### config.mk
export PLATFORM = sky130hd
export DESIGN_NAME = i2cb_master
export DESIGN_NICKNAME = d
export VERILOG_FILES = /design/src/rtl/i2cb_pkg.sv /design/src/rtl/i2cb_tick.sv /design/src/rtl/i2cb_buf.sv /design/src/rtl/i2cb_engine.sv /design/src/rtl/i2cb_master.sv
export SDC_FILE = /design/constraint.sdc
export NUM_CORES = 1
export LEC_CHECK = 0
export BUFFER_PORTS_ARGS = -buffer_cell sky130_fd_sc_hd__clkbuf_2
export CORE_UTILIZATION = 45
export CTS_CLUSTER_DIAMETER = 30
export DETAILED_ROUTE_END_ITERATION = 12
export RECOVER_POWER = 25
export SLEW_MARGIN = 25
export SYNTH_ARGS = -nofsm -noshare
export SYNTH_HDL_FRONTEND = slang
export SYNTH_SLANG_ARGS = --single-unit
### constraint.sdc
create_clock -name clk -period 3.1 [get_ports clk]
set_clock_uncertainty 0.1 [all_clocks]
set_input_delay 0.31 -clock clk [delete_from_list [all_inputs] [get_ports clk]]
set_output_delay 0.31 -clock clk [all_outputs]
set_load 0.05 [all_outputs]
### src/rtl/i2cb_pkg.sv
`timescale 1ns/1ps
package i2cb_pkg;
    localparam int ADDR_W    = 5;
    localparam int BUF_DEPTH = 16;
    localparam int IDX_W     = $clog2(BUF_DEPTH);

    localparam logic [ADDR_W-1:0] OFS_LEN  = 5'h00;
    localparam logic [ADDR_W-1:0] OFS_CTRL = 5'h01;
    localparam logic [ADDR_W-1:0] OFS_STAT = 5'h02;
    localparam logic [ADDR_W-1:0] OFS_TGT  = 5'h03;
    localparam logic [ADDR_W-1:0] OFS_BUF  = 5'h04;

    localparam int CTL_GO    = 0;
    localparam int CTL_START = 2;
    localparam int STA_ERR   = 2;
    localparam logic [7:0] DONE_CODE = 8'h08;

    typedef enum logic [2:0] {
        ST_IDLE,
        ST_START,
        ST_BIT,
        ST_ACK,
        ST_HOLD,
        ST_STOP
    } eng_state_t;
endpackage

### src/rtl/i2cb_tick.sv
`timescale 1ns/1ps
module i2cb_tick #(
    parameter int QDIV = 4
) (
    input  logic clk,
    input  logic rst_n,
    input  logic run,
    output logic tick
);
    localparam int CW = (QDIV > 1) ? $clog2(QDIV) : 1;
    localparam logic [CW-1:0] LAST = CW'(QDIV - 1);

    logic [CW-1:0] cnt;

    always_ff @(posedge clk or negedge rst_n) begin
        if (!rst_n)
            cnt <= '0;
        else if (!run || cnt == LAST)
            cnt <= '0;
        else
            cnt <= cnt + 1'b1;
    end

    assign tick = run && (cnt == LAST);
endmodule

### src/rtl/i2cb_buf.sv
`timescale 1ns/1ps
module i2cb_buf #(
    parameter int DEPTH = 16,
    parameter int W     = 8,
    localparam int IW   = $clog2(DEPTH)
) (
    input  logic          clk,
    input  logic          rst_n,
    input  logic          bus_we,
    input  logic [IW-1:0] bus_idx,
    input  logic [W-1:0]  bus_wdata,
    input  logic          eng_we,
    input  logic [IW-1:0] eng_widx,
    input  logic [W-1:0]  eng_wdata,
    input  logic [IW-1:0] eng_ridx,
    output logic [W-1:0]  eng_rdata,
    output logic [W-1:0]  bus_rdata
);
    logic [DEPTH-1:0][W-1:0] flat;

    for (genvar g = 0; g < DEPTH; g++) begin : g_ent
        logic [W-1:0] q;
        always_ff @(posedge clk or negedge rst_n) begin
            if (!rst_n)
                q <= '0;
            else if (eng_we && eng_widx == IW'(g))
                q <= eng_wdata;
            else if (bus_we && bus_idx == IW'(g))
                q <= bus_wdata;
        end
        assign flat[g] = q;
    end

    assign eng_rdata = flat[eng_ridx];
    assign bus_rdata = flat[bus_idx];
endmodule

### src/rtl/i2cb_engine.sv
`timescale 1ns/1ps
module i2cb_engine
    import i2cb_pkg::*;
(
    input  logic             clk,
    input  logic             rst_n,
    input  logic             tick,
    input  logic             cmd_start,
    input  logic             cmd_stop,
    input  logic [7:0]       tgt_byte,
    input  logic [IDX_W-1:0] len,
    input  logic             scl_in,
    input  logic             sda_in,
    output logic             scl_low,
    output logic             sda_low,
    output logic             busy,
    output logic             run,
    output eng_state_t       state_o,
    output logic [IDX_W-1:0] rd_idx,
    input  logic [7:0]       rd_data,
    output logic             buf_we,
    output logic [IDX_W-1:0] buf_widx,
    output logic [7:0]       buf_wdata,
    output logic             evt_done,
    output logic             evt_err
);
    eng_state_t       state, n_state;
    logic [1:0]       ph, n_ph;
    logic [2:0]       bitn, n_bitn;
    logic [IDX_W-1:0] idx, n_idx, len_q, n_len;
    logic             dir_rd, n_rd, is_addr, n_isaddr, ack_bad, n_ackbad;
    logic [7:0]       shreg, n_sh;
    logic             stall, tx_now, n_tx, adv;

    assign stall  = (ph == 2'd1) && !scl_in;
    assign tx_now = is_addr | ~dir_rd;
    assign n_tx   = n_isaddr | ~n_rd;
    assign rd_idx = is_addr ? '0 : idx + 1'b1;

    // next-state and datapath
    always_comb begin
        n_state = state;   n_ph = ph;      n_bitn = bitn;   n_idx = idx;
        n_len = len_q;     n_rd = dir_rd;  n_isaddr = is_addr;
        n_sh = shreg;      n_ackbad = ack_bad;
        buf_we = 1'b0;     evt_done = 1'b0; evt_err = 1'b0;
        unique case (state)
            ST_IDLE: if (cmd_start) begin
                n_state = ST_START; n_ph = 2'd0; n_sh = tgt_byte;
                n_rd = tgt_byte[0]; n_len = len; n_isaddr = 1'b1;
                n_bitn = 3'd7; n_idx = '0;
            end
            ST_HOLD: if (cmd_stop) begin
                n_state = ST_STOP; n_ph = 2'd0;
            end
            ST_START: if (tick) begin
                n_ph = ph + 1'b1;
                if (ph == 2'd3) n_state = ST_BIT;
            end
            ST_BIT: if (tick && !stall) begin
                n_ph = ph + 1'b1;
                if (ph == 2'd1) n_sh = {shreg[6:0], sda_in};
                if (ph == 2'd3) begin
                    if (bitn == 3'd0) n_state = ST_ACK;
                    else              n_bitn  = bitn - 1'b1;
                end
            end
            ST_ACK: if (tick && !stall) begin
                n_ph = ph + 1'b1;
                if (ph == 2'd1) n_ackbad = sda_in;
                if (ph == 2'd3) begin
                    if (tx_now && ack_bad) begin
                        n_state = ST_HOLD; evt_err = 1'b1;
                    end else if (is_addr) begin
                        n_isaddr = 1'b0; n_idx = '0; n_sh = rd_data;
                        n_bitn = 3'd7; n_state = ST_BIT;
                    end else begin
                        buf_we = dir_rd;
                        if (idx == len_q) begin
                            n_state = ST_HOLD; evt_done = 1'b1;
                        end else begin
                            n_idx = idx + 1'b1; n_sh = rd_data;
                            n_bitn = 3'd7; n_state = ST_BIT;
                        end
                    end
                end
            end
            ST_STOP: if (tick) begin
                n_ph = ph + 1'b1;
                if (ph == 2'd3) n_state = ST_IDLE;
            end
            default: n_state = ST_IDLE;
        endcase
    end

    // state register
    always_ff @(posedge clk or negedge rst_n) begin
        if (!rst_n) begin
            state <= ST_IDLE; ph <= '0; bitn <= '0; idx <= '0; len_q <= '0;
            dir_rd <= 1'b0; is_addr <= 1'b0; shreg <= '0; ack_bad <= 1'b0;
        end else begin
            state <= n_state; ph <= n_ph; bitn <= n_bitn; idx <= n_idx;
            len_q <= n_len; dir_rd <= n_rd; is_addr <= n_isaddr;
            shreg <= n_sh; ack_bad <= n_ackbad;
        end
    end

    // pin outputs, updated only when a new quarter phase is entered
    assign adv = (n_state != state) || (n_ph != ph);

    always_ff @(posedge clk or negedge rst_n) begin
        if (!rst_n) begin
            scl_low <= 1'b0; sda_low <= 1'b0;
        end else if (adv) begin
            unique case (n_state)
                ST_IDLE: begin scl_low <= 1'b0; sda_low <= 1'b0; end
                ST_START: begin
                    scl_low <= (n_ph == 2'd3);
                    sda_low <= (n_ph != 2'd0);
                end
                ST_BIT: begin
                    scl_low <= (n_ph == 2'd0) || (n_ph == 2'd3);
                    if (n_ph == 2'd0) sda_low <= n_tx & ~n_sh[7];
                end
                ST_ACK: begin
                    scl_low <= (n_ph == 2'd0) || (n_ph == 2'd3);
                    if (n_ph == 2'd0) sda_low <= ~n_tx && (n_idx != n_len);
                end
                ST_HOLD: begin scl_low <= 1'b1; sda_low <= 1'b1; end
                ST_STOP: begin
                    scl_low <= (n_ph == 2'd0);
                    sda_low <= (n_ph == 2'd0) || (n_ph == 2'd1);
                end
                default: begin scl_low <= 1'b0; sda_low <= 1'b0; end
            endcase
        end
    end

    assign busy      = (state == ST_START) || (state == ST_BIT) || (state == ST_ACK);
    assign run       = busy || (state == ST_STOP);
    assign state_o   = state;
    assign buf_widx  = idx;
    assign buf_wdata = shreg;
endmodule

### src/rtl/i2cb_master.sv
`timescale 1ns/1ps
module i2cb_master
    import i2cb_pkg::*;
#(
    parameter int QDIV = 4
) (
    input  logic              clk,
    input  logic              rst_n,
    input  logic [ADDR_W-1:0] reg_addr,
    input  logic              reg_wr,
    input  logic [7:0]        reg_wdata,
    output logic [7:0]        reg_rdata,
    input  logic              scl_in,
    input  logic              sda_in,
    output logic              scl_oe,
    output logic              sda_oe
);
    logic [IDX_W-1:0] len_q, rd_idx, buf_widx, bus_idx;
    logic [7:0]       tgt_q, status_q, eng_rdata, bus_rdata, buf_wdata;
    logic             eng_busy, run, tick, buf_we, evt_done, evt_err;
    logic             in_buf, ctrl_go, cmd_start, cmd_stop, stat_wr;
    eng_state_t       eng_state;

    assign in_buf    = (reg_addr >= OFS_BUF) && (reg_addr < OFS_BUF + ADDR_W'(BUF_DEPTH));
    assign bus_idx   = IDX_W'(reg_addr - OFS_BUF);
    assign ctrl_go   = reg_wr && (reg_addr == OFS_CTRL) && reg_wdata[CTL_GO] && !eng_busy;
    assign cmd_start = ctrl_go && reg_wdata[CTL_START];
    assign cmd_stop  = ctrl_go && !reg_wdata[CTL_START];
    assign stat_wr   = reg_wr && (reg_addr == OFS_STAT);

    always_ff @(posedge clk or negedge rst_n) begin
        if (!rst_n) begin
            len_q <= '0; tgt_q <= '0; status_q <= '0;
        end else begin
            if (reg_wr && reg_addr == OFS_LEN) len_q <= reg_wdata[IDX_W-1:0];
            if (reg_wr && reg_addr == OFS_TGT) tgt_q <= reg_wdata;
            if (evt_done)
                status_q <= DONE_CODE;
            else if (evt_err)
                status_q[STA_ERR] <= 1'b1;
            else if (stat_wr || cmd_stop)
                status_q[STA_ERR] <= 1'b0;
        end
    end

    always_comb begin
        reg_rdata = '0;
        if (in_buf)                      reg_rdata = bus_rdata;
        else if (reg_addr == OFS_LEN)    reg_rdata = {{(8-IDX_W){1'b0}}, len_q};
        else if (reg_addr == OFS_STAT)   reg_rdata = status_q | {7'd0, eng_busy};
        else if (reg_addr == OFS_TGT)    reg_rdata = tgt_q;
    end

    i2cb_tick #(.QDIV(QDIV)) u_tick (
        .clk(clk), .rst_n(rst_n), .run(run), .tick(tick)
    );

    i2cb_buf #(.DEPTH(BUF_DEPTH), .W(8)) u_buf (
        .clk(clk), .rst_n(rst_n),
        .bus_we(reg_wr && in_buf), .bus_idx(bus_idx), .bus_wdata(reg_wdata),
        .eng_we(buf_we), .eng_widx(buf_widx), .eng_wdata(buf_wdata),
        .eng_ridx(rd_idx), .eng_rdata(eng_rdata), .bus_rdata(bus_rdata)
    );

    i2cb_engine u_eng (
        .clk(clk), .rst_n(rst_n), .tick(tick),
        .cmd_start(cmd_start), .cmd_stop(cmd_stop),
        .tgt_byte(tgt_q), .len(len_q),
        .scl_in(scl_in), .sda_in(sda_in),
        .scl_low(scl_oe), .sda_low(sda_oe),
        .busy(eng_busy), .run(run), .state_o(eng_state),
        .rd_idx(rd_idx), .rd_data(eng_rdata),
        .buf_we(buf_we), .buf_widx(buf_widx), .buf_wdata(buf_wdata),
        .evt_done(evt_done), .evt_err(evt_err)
    );
endmodule

; ---- Yosys cells after proc, flatten, opt, wreduce, memory -nomap -nowiden
; Index checks and enable logic that the tools add are counted.
[op_classes]
reduce_logical = 92
n_lt_le_gt_ge = 4
multipliers = 0
n_div = 0
n_mux = 119
bitwise = 8
n_eq_ne = 63
shifts = 0
n_addsub = 5
[ops]
columns = cell, count
row1 = 8-bit 2-to-1 mux, 46
row2 = 3-bit 2-to-1 mux, 23
row3 = 8-bit binary-select mux with 4-bit select, 2
row4 = 4-bit equality test (second input constant), 16
row5 = 1-bit logical AND, 47
row6 = 4-bit 2-to-1 mux, 9
row7 = 2-bit nonzero test, 17
row8 = 4-bit by 3-bit equality test with 1-bit output (second input constant), 8
row9 = 1-bit 2-to-1 mux, 26
row10 = 8-bit case mux with 3 select lines, 1
row11 = 3-bit case mux with 6 select lines, 1
row12 = 4-bit by 2-bit equality test with 1-bit output (second input constant), 4
row13 = 2-bit by 1-bit inequality test with 1-bit output (second input constant), 7
row14 = 3-bit by 2-bit equality test with 1-bit output (second input constant), 4
row15 = 3-bit equality test (second input constant), 4
row16 = 5-bit by 2-bit equality test with 1-bit output (second input constant), 2
row17 = 4-bit by 5-bit less-than comparator with 1-bit output (second input constant), 2
row18 = 2-bit 2-to-1 mux, 5
row19 = 3-bit case mux with 3 select lines, 1
row20 = 9-bit AND reduction, 1
row21 = 4-bit by 1-bit equality test with 1-bit output (second input constant), 2
row22 = 4-bit zero test, 2
row23 = 1-bit logical OR, 8
row24 = 2-bit case mux with 4 select lines, 1
row25 = other kinds (32), 52
[word_totals]
n_memories = 0
regBits = 173
inputBits = 18
out_inout_bits = 10
mem_bits_rw = 0
latch_bits = 0
word_cells = 324
mem_bits_ro = 0

; ---- Logic depth before layout (Yosys ltp)
; Gate-level depths: netlist of run 1.
[depth]
ltp_word = 14
mapped_depth = 15
ltp_nobuf = 13

; ---- Cells and area by module
; From an unflattened synthesis of run 1, not the netlist that was laid out.
[hier_totals]
cells_unflattened = 1277
area_unflattened_um2 = 11653.7
[by_module_without_submodules]
columns = mod, seq_area_each_um2, area_per_inst_um2, n_inst, cells_each
row1 = i2cb_buf, 3203.1, 8642.0, 1, 957
row2 = i2cb_engine, 725.7, 2014.4, 1, 229
row3 = i2cb_master, 350.3, 905.9, 1, 85
row4 = i2cb_tick, 50.0, 91.3, 1, 6

; ---- Worst setup path after synthesis of run 1
; Ideal clock, no wire load.
[synth_path]
path_kind = input -> output
start = input reg_addr[3]
end = output reg_rdata[5]
t_arrival_ps = 2492
slack_ps = 198
stages = 7
required_ps = 2690
n_path_buf = 2
cell_sequence = inv_1 -> ha_1 -> clkbuf_2 -> a2111oi_2 -> nor2_4 -> buf_1 -> o21ai_0
[synth_between]
elab_chain_len = 5
word_cells_on_any_way = 13
cone_classes = add/sub (1) / order compare (2) / eq/ne (2) / mux (6) / reduce/logical (2)
[synth_rtl]
columns = element, line_no
row1 = from (decl), i2cb_master.sv:9  ; input logic [ADDR_W-1:0] reg_addr,
row2 = "parallel branches: the longest is 4 deep, another holds 4-bit by 3-bit subtractor with 4-bit output", -
row3 = 8-bit 2-to-1 mux *, i2cb_master.sv:48  ; if (in_buf) reg_rdata = bus_rdata;
row4 = to (decl), i2cb_master.sv:12  ; output logic [7:0] reg_rdata,
; Every way passes the cells marked *. The select of a mux whose other input is x is not followed.

; ---- Final worst setup path of run 1
[layout_path]
start = register u_eng.idx[2], in the netlist u_eng.buf_widx[2]
end = register u_eng.shreg[2], in the netlist u_eng.buf_wdata[2]
[layout_between]
elab_chain_len = 10
word_cells_on_any_way = 13
cone_classes = add/sub (1) / eq/ne (2) / mux (9) / reduce/logical (1)
[layout_rtl]
columns = element, line_no
row1 = from (decl), i2cb_engine.sv:30  ; logic [IDX_W-1:0] idx, n_idx, len_q, n_len;
row2 = from (signal assigned), i2cb_engine.sv:101  ; state <= n_state; ph <= n_ph; bitn <= n_bitn; idx <= n_idx;
row3 = 4-bit by 1-bit adder with 4-bit output, i2cb_engine.sv:38  ; assign rd_idx = is_addr ? '0 : idx + 1'b1;
row4 = 4-bit 2-to-1 mux, i2cb_engine.sv:38
row5 = 8-bit binary-select mux with 4-bit select, i2cb_buf.sv:34  ; assign eng_rdata = flat[eng_ridx];
row6 = 8-bit 2-to-1 mux (not written as such), i2cb_buf.sv:34
row7 = 8-bit 2-to-1 mux, i2cb_engine.sv:78  ; if (idx == len_q) begin
row8 = 8-bit 2-to-1 mux, i2cb_engine.sv:73  ; end else if (is_addr) begin
row9 = 8-bit 2-to-1 mux, i2cb_engine.sv:71  ; if (tx_now && ack_bad) begin
row10 = 8-bit 2-to-1 mux, i2cb_engine.sv:70  ; if (ph == 2'd3) begin
row11 = 8-bit 2-to-1 mux, i2cb_engine.sv:67  ; ST_ACK: if (tick && !stall) begin
row12 = 8-bit case mux with 3 select lines, i2cb_engine.sv:46  ; unique case (state)
row13 = to (signal assigned), i2cb_engine.sv:103  ; shreg <= n_sh; ack_bad <= n_ackbad;
row14 = to (decl), i2cb_engine.sv:32  ; logic [7:0] shreg, n_sh;
; Several ways; a longest one is shown, not always the timed one. The select of a mux whose other input is x is not followed.
; A chain may end at the register's enable or synchronous reset.

==> impl_metrics.env, run 1 <==
export IMPL_status="finished, violations left"
export IMPL_violations="max-capacitance violations, max-slew violations"
export IMPL_yosys_area_top_type="dfrtp_1"
export IMPL_hpwl_mm=23.2
export IMPL_start_util_pct=46.4
export IMPL_synth_top_area_share_pct=39.3
export IMPL_maxSlewViolCount=67
export IMPL_vias_per_cell=6.06
export IMPL_hold_path_depth=2
export IMPL_routedWlPerCell_um=23.0
export IMPL_gr_total_overflow=0
export IMPL_period_needed_ns=2.88
export IMPL_nNetsFinal=1100
export IMPL_cts_tree="done"
export IMPL_synth_area_per_cell_sq_um=10.4
export IMPL_r2r_cells=8
export IMPL_cts_sinks=173
export IMPL_netlist_area_sq_um=11000
export IMPL_setup_tns_ns=0
export IMPL_setup_viol=0
export IMPL_powerDensity_nw_per_um2=615
export IMPL_critPathSlowestCell="dfrtp_1"
export IMPL_cap_violations=1
export IMPL_n_antenna_cell=0
export IMPL_critical_path_class="flop to flop"
export IMPL_hold_viol=0
export IMPL_ir_drop_mv=0.346
export IMPL_rsz0062_at_grt="no"
export IMPL_syn_inst=1064
export IMPL_synth_top_family_by_area="multiplexers"
export IMPL_worst_endpoint_arrival_ns=3.10
export IMPL_cp_top_family="compound AO/OA/AOI/OAI gates"
export IMPL_vias=8442
export IMPL_yosysWarningCount=0
export IMPL_max_freq_mhz=347
export IMPL_grt_first_pass_wirelength_mm=50.6
export IMPL_grt_most_used_layer="met2"
export IMPL_num_rows=56
export IMPL_synth_xor_area_share_pct=1.10
export IMPL_crit_path_start_kind="flop"
export IMPL_crit_path_max_fanout=15
export IMPL_place_congestion=0.895
export IMPL_cts_max_path_buffers=2
export IMPL_synth_top_cells_by_area="dfrtp_1, mux4_2, mux2i_1, a21oi_1, nor2_1"
export IMPL_slew_headroom_pct=-12.6
export IMPL_cts_inserted_buffers=17
export IMPL_layout_drive_gt1_share_pct=20.4
export IMPL_use_met2_pct=42.3
export IMPL_cts_htree_levels=4
export IMPL_io_pins=28
export IMPL_grt_util_met3_pct=6.26
export IMPL_synth_compound_area_share_pct=14.1
export IMPL_root_buffer="clkbuf_16"
export IMPL_hold_path_class="primary input to flop"
export IMPL_synth_area_mux_share_pct=26.9
export IMPL_die_width_um=158
export IMPL_track_usage_pct=27.6
export IMPL_grt_max_degree=67
export IMPL_synthAdderAreaFrac_pct=1.93
export IMPL_cp_required_ns=3.32
export IMPL_synth_flop_cell="dfrtp_1"
export IMPL_insertion_delay_ns=0.44
export IMPL_fill_cells=2110
export IMPL_cts_setup_buffers=0
export IMPL_synth_edf_count=0
export IMPL_synth_async_reset_ratio_pct=100
export IMPL_ys_types=75
export IMPL_yosysSeqAreaShare_pct=39.3
export IMPL_drtIter0Drc=768
export IMPL_core_area_sq_um=23800
export IMPL_power_uw=7460
export IMPL_worstPathCellList="xnor2_2 > nor2_2 > buf_12 > mux4_2 > nor2b_1 > a211oi_1 > a21oi_1 > a221o_1"
export IMPL_routed_wl_mm=32.1
export IMPL_crit_buf_inv=1
export IMPL_min_period_over_period_pct=92.9
export IMPL_antenna_found_initial=0
export IMPL_ant_nets=0
export IMPL_power_leakage_uw=0.00620
export IMPL_max_stage_delay_ns=0.70
export IMPL_synthSimpleGateAreaFrac_pct=12.4
export IMPL_die_area_sq_um=25100
export IMPL_met1_usage_pct=38.9
export IMPL_cts_clk_slew_worst_paths_ns=0.07
export IMPL_portBuffers=27
export IMPL_endpoint_kind="flop"
export IMPL_synth_seq_cells=173
export IMPL_firstDrtPassIters=5
export IMPL_worst_slew_pin_slew_ns=1.69
export IMPL_drc=0
export IMPL_die_y_um=158
export IMPL_worst_path_stages=8
export IMPL_grt_pass1_vias=8167
export IMPL_area_growth_syn_to_layout_pct=10.1
export IMPL_synth_net_count=1099
[worst paths after layout]
kind	slack, ns	from	endpoint
max	0.22	u_eng.buf_widx[2]	u_eng.buf_wdata[2]
min	0.04	sda_in	u_eng.ack_bad
max reg2reg	0.22	u_eng.buf_widx[2]	u_eng.buf_wdata[2]
min reg2reg	0.35	u_tick.cnt[0]	u_tick.cnt[0]
max in group asynchronous	0.68	rst_n	u_buf.g_ent[5].q[2]
min in group asynchronous	0.24	rst_n	u_buf.g_ent[8].q[4]
[flip-flops by register name, indices dropped and copies added (netlist names)]
signal           flops
u_eng.sda_low        1
u_eng.buf_widx       4
u_eng.state_o        3
tgt_q                8
len_q                4
u_buf.g_ent.q      128
status_q             2
u_eng.bitn           3
u_eng.ack_bad        1
u_eng.scl_low        1
u_eng.buf_wdata      8
u_tick.cnt           2
u_eng.is_addr        1
u_eng.ph             2
u_eng.len_q          4
u_eng.dir_rd         1
[synthesized netlist by cell type (10+ instances only)]
| library cell | n |
|---|---|
| o21ai_0 | 15 |
| a221oi_1 | 15 |
| mux4_2 | 62 |
| buf_1 | 10 |
| dfrtp_1 | 173 |
| nand2_1 | 42 |
| nor2_1 | 151 |
| clkbuf_1 | 54 |
| nand3_1 | 16 |
| nand2_2 | 16 |
| ha_1 | 17 |
| nor2b_1 | 14 |
| inv_1 | 20 |
| mux2i_1 | 132 |
| mux2_2 | 21 |
| a21oi_1 | 149 |
| nor3_1 | 11 |
| buf_2 | 17 |
[cell families (layout without fill, tap and decap cells)]
group	Yosys count	count (layout)
fa+ha+maj	17	17
flops	173	173
compound gates	249	249
xor+xnor	10	10
buf+inv	108	119
simple gates	291	291
mux	216	216
[where the power goes]
part / internal, uW / leakage, uW / switching (uW)
clock: 1300 / 0.000275 / 948
sequential: 2690 / 0.00222 / 432
combinational: 1010 / 0.00370 / 1080
total: 5000 / 0.00620 / 2460
[cell type report]
| type | instances | area [sq um] | share of cell area (%) |
|---|---|---|---|
| multi-input cells | 783 | 6230 | 51.4 |
| well taps | 319 | 399 | 3.29 |
| clock inverters | 10 | 141 | 1.17 |
| clock buffers | 19 | 453 | 3.73 |
| repair buffers | 69 | 494 | 4.07 |
| inverters | 21 | 78.8 | 0.650 |
| flip-flops and latches | 173 | 4330 | 35.7 |
[layout by cell type (no fill, tap or decap), types with 15 or more instances in the layout]
cell and n:
dfrtp_1 173, nor2_1 151, a21oi_1 149, mux2i_1 132, mux4_2 62, nand2_1 42
buf_4 37, clkbuf_2 27, mux2_2 21, inv_1 20, ha_1 17, clkbuf_16 17
nand3_1 16, nand2_2 16, o21ai_0 15, a221oi_1 15
[metrics by stage]
stage	setup WS, ns	cells	utilization, %	instance area, sq um	hold slack, ns
6_report	0.219	1394	51.1	12100	0.0394
5_1_grt	0.0190	1394	51.1	12100	0.0448
4_1_cts	0.178	1394	51.1	12100	0.0331
2_1_floorplan	0.198	1064	-	11000	-0.0856
3_5_place_dp	0.195	1364	48.6	11500	0.154
3_3_place_gp	0.243	1364	48.6	11500	0.153
[per-layer routing]
metal,vias to the layer above,share of wire [%]
met2,290,46
met4,0,1.8
met1,4202,45
li1,3912,-
met5,-,0
met3,38,7.4
[repair_timing]
item / CTS / global route
resized for setup: 0 / 1
setup endpoints to repair: 0 / 2
hold endpoints to repair: 37 / 0
hold buffers: 1 / 0
(Power assumes the default switching activity.)
==> inputs of run 2 (changes only) <==
- ABC_AREA: unset -> 1
==> impl_metrics.env, run 2 <==
export IMPL_worst_slew_pin_slew_ns=1.46
export IMPL_crit_buf_inv=1
export IMPL_routed_wl_mm=43.3
export IMPL_grt_pass1_vias=10400
export IMPL_area_growth_syn_to_layout_pct=10.7
export IMPL_start_util_pct=45.8
export IMPL_io_pins=28
export IMPL_cts_max_path_buffers=2
export IMPL_synth_net_count=1455
export IMPL_synth_area_per_cell_sq_um=7.82
export IMPL_yosys_area_top_type="dfrtp_1"
export IMPL_rsz0062_at_grt="no"
export IMPL_setup_tns_ns=0
export IMPL_hold_viol=0
export IMPL_die_width_um=159
export IMPL_powerDensity_nw_per_um2=627
export IMPL_layout_drive_gt1_share_pct=12.0
export IMPL_cp_top_family="simple AND/OR/NAND/NOR gates"
export IMPL_min_period_over_period_pct=93.8
export IMPL_cts_sinks=173
export IMPL_yosysSeqAreaShare_pct=39.0
export IMPL_maxSlewViolCount=0
export IMPL_mostFrequentLayoutCell="nand3_1"
export IMPL_cp_common_cell="nor2_4"
export IMPL_routedWlPerCell_um=24.6
export IMPL_hold_path_class="primary input to flop"
export IMPL_cts_tree="done"
export IMPL_critPathSlowestCell="dfrtp_1"
export IMPL_period_needed_ns=2.91
export IMPL_n_antenna_cell=0
export IMPL_cts_setup_buffers=0
export IMPL_cp_required_ns=3.27
export IMPL_cts_inserted_buffers=17
export IMPL_final_cell_mix="nand3_1, inv_1, nand2_1"
export IMPL_synth_seq_cells=173
export IMPL_hpwl_mm=30.3
export IMPL_synth_edf_count=0
export IMPL_synth_async_reset_ratio_pct=100
export IMPL_drtIter0Drc=1742
export IMPL_whs_ns=0.0677
export IMPL_worst_endpoint_arrival_ns=3.08
export IMPL_worstPathCellList="inv_1 > ha_1 > nand2_1 > nand4_2 > nor2_4 > nand3_4 > nor2_4 > nand2_2 > o21ai_2 > o221ai_1"
export IMPL_crit_path_max_fanout=17
export IMPL_worst_path_stages=10
export IMPL_ys_types=44
export IMPL_synth_top_cells_by_area="dfrtp_1, nand3_1, o221ai_1, inv_1, nand2_1"
export IMPL_num_rows=57
export IMPL_nNetsFinal=1458
export IMPL_firstDrtPassIters=6
export IMPL_startpoint="u_eng.ph[1]"
export IMPL_max_freq_mhz=344
export IMPL_drc=0
export IMPL_regToRegStartpoint="u_eng.ph[1]"
export IMPL_insertion_delay_ns=0.45
export IMPL_ir_drop_mv=0.290
export IMPL_power_uw=7710
export IMPL_cts_htree_levels=4
export IMPL_max_stage_delay_ns=0.40
export IMPL_track_usage_pct=34.4
export IMPL_endpoint_kind="flop"
export IMPL_vias_per_cell=6.45
export IMPL_cts_clk_slew_worst_paths_ns=0.07
export IMPL_slew_headroom_pct=2.83
export IMPL_root_buffer="clkbuf_16"
export IMPL_r2r_end="u_buf.g_ent[13].q[6]"
export IMPL_cap_violations=0
export IMPL_die_y_um=159
export IMPL_status="complete, no violations"
export IMPL_setup_viol=0
export IMPL_vias=11400
export IMPL_core_area_sq_um=24200
export IMPL_gr_total_overflow=0
export IMPL_synth_flop_cell="dfrtp_1"
export IMPL_cp_endpoint="u_buf.g_ent[13].q[6]"
export IMPL_reg2reg_setup_slack_ns=0.19
export IMPL_die_area_sq_um=25300
export IMPL_fin_util_pct=50.7
export IMPL_power_leakage_uw=0.00535
export IMPL_syn_inst=1420
export IMPL_critical_path_class="flop to flop"
export IMPL_synthTopCellsByCount="nand3_1, inv_1, nand2_1"
export IMPL_ant_nets=0
export IMPL_r2r_cells=10
export IMPL_antenna_found_initial=0
export IMPL_netlist_area_sq_um=11100
export IMPL_synth_top_area_share_pct=39.0
export IMPL_place_congestion=1.04
export IMPL_grt_max_degree=56
export IMPL_largest_reg_flops=128
export IMPL_crit_path_start_kind="flop"
export IMPL_portBuffers=27
export IMPL_fill_cells=2398
export IMPL_grt_first_pass_wirelength_mm=66.0
export IMPL_synth_most_common_cell="nand3_1"
export IMPL_regMostFlops="u_buf.g_ent.q"
export IMPL_yosysWarningCount=0
-- run 2: cell count changes after synthesis, moves of 64 or more --
cell	previous run	this run
inv_1	20	193
mux2i_1	132	0
nor2_1	151	56
o211ai_1	1	65
a21oi_1	149	46
nand2_1	42	185
nand3_1	16	220
o21ai_0	15	82
o221ai_1	0	108
-- run 2: kinds of logic after synthesis --
logic type / count (synthesis) / synth area share (%)
simple gates: 518 / 22.3
buf+inv: 303 / 10.9
xor+xnor: 2 / 0.158
compound gates: 405 / 25.5
flops: 173 / 39.0
mux: 2 / 0.203
fa+ha+maj: 17 / 1.92
-- run 2: layout make-up --
type | count | area [sq um] | share of cell area [%]
sequential | 173 | 4330 | 35.2
multi-input combinational | 944 | 5580 | 45.4
timing repair buffer | 72 | 586 | 4.76
tap | 324 | 405 | 3.30
inverter | 215 | 807 | 6.56
clock buffer | 18 | 439 | 3.57
clock inverter | 14 | 149 | 1.21
-- run 2: what timing repair did --
action,4_1_cts,5_1_grt
hold buffers,1,0
endpoints found under the setup margin,0,5
gates resized for setup,0,2
hold endpoints to repair,51,0
-- run 2: worst min-delay path by stage --
stage	cells after the start	slack, ns	to	start
after floorplan	0	-0.09	len_q[0]	rst_n
after global placement	1	0.21	u_buf.g_ent[15].q[6]	rst_n
after detailed placement	1	0.21	u_buf.g_ent[15].q[6]	rst_n
after CTS	3	0.05	u_eng.ack_bad	sda_in
after global routing	3	0.07	u_eng.ack_bad	sda_in
final	3	0.07	u_eng.ack_bad	sda_in
-- run 2: stage by stage --
stage,cell area [sq um],cells,setup WS (ns)
3_3_place_gp,11700,1727,0.172
6_report,12300,1760,0.192
4_1_cts,12300,1760,0.145
5_1_grt,12300,1760,0.00201
3_5_place_dp,11700,1727,0.167
2_1_floorplan,11100,1420,-0.0607
-- run 2: report_power, final --
part	switching [uW]	total, uW	leakage (uW)	internal [uW]
sequential	274	3040	0.00208	2770
combinational	1610	2420	0.00298	807
clock	1080	2250	0.000290	1170
total	2970	7710	0.00535	4740
-- run 2: layer usage --
metal	wire (um)	global-route usage, %	vias up
met2	18400	50.8	685
met3	4530	7.55	126
li1	-	-	5098
met1	18700	49.1	5445
met5	0	0	-
met4	1680	13.2	0
-- run 2: tightest hold or removal path: cells and delay by family --
| kind | cells | cell delay (ns) |
|---|---|---|
| AO/OA/AOI/OAI | 1 | 0.09 |
| buffers and inverters | 2 | 0.18 |
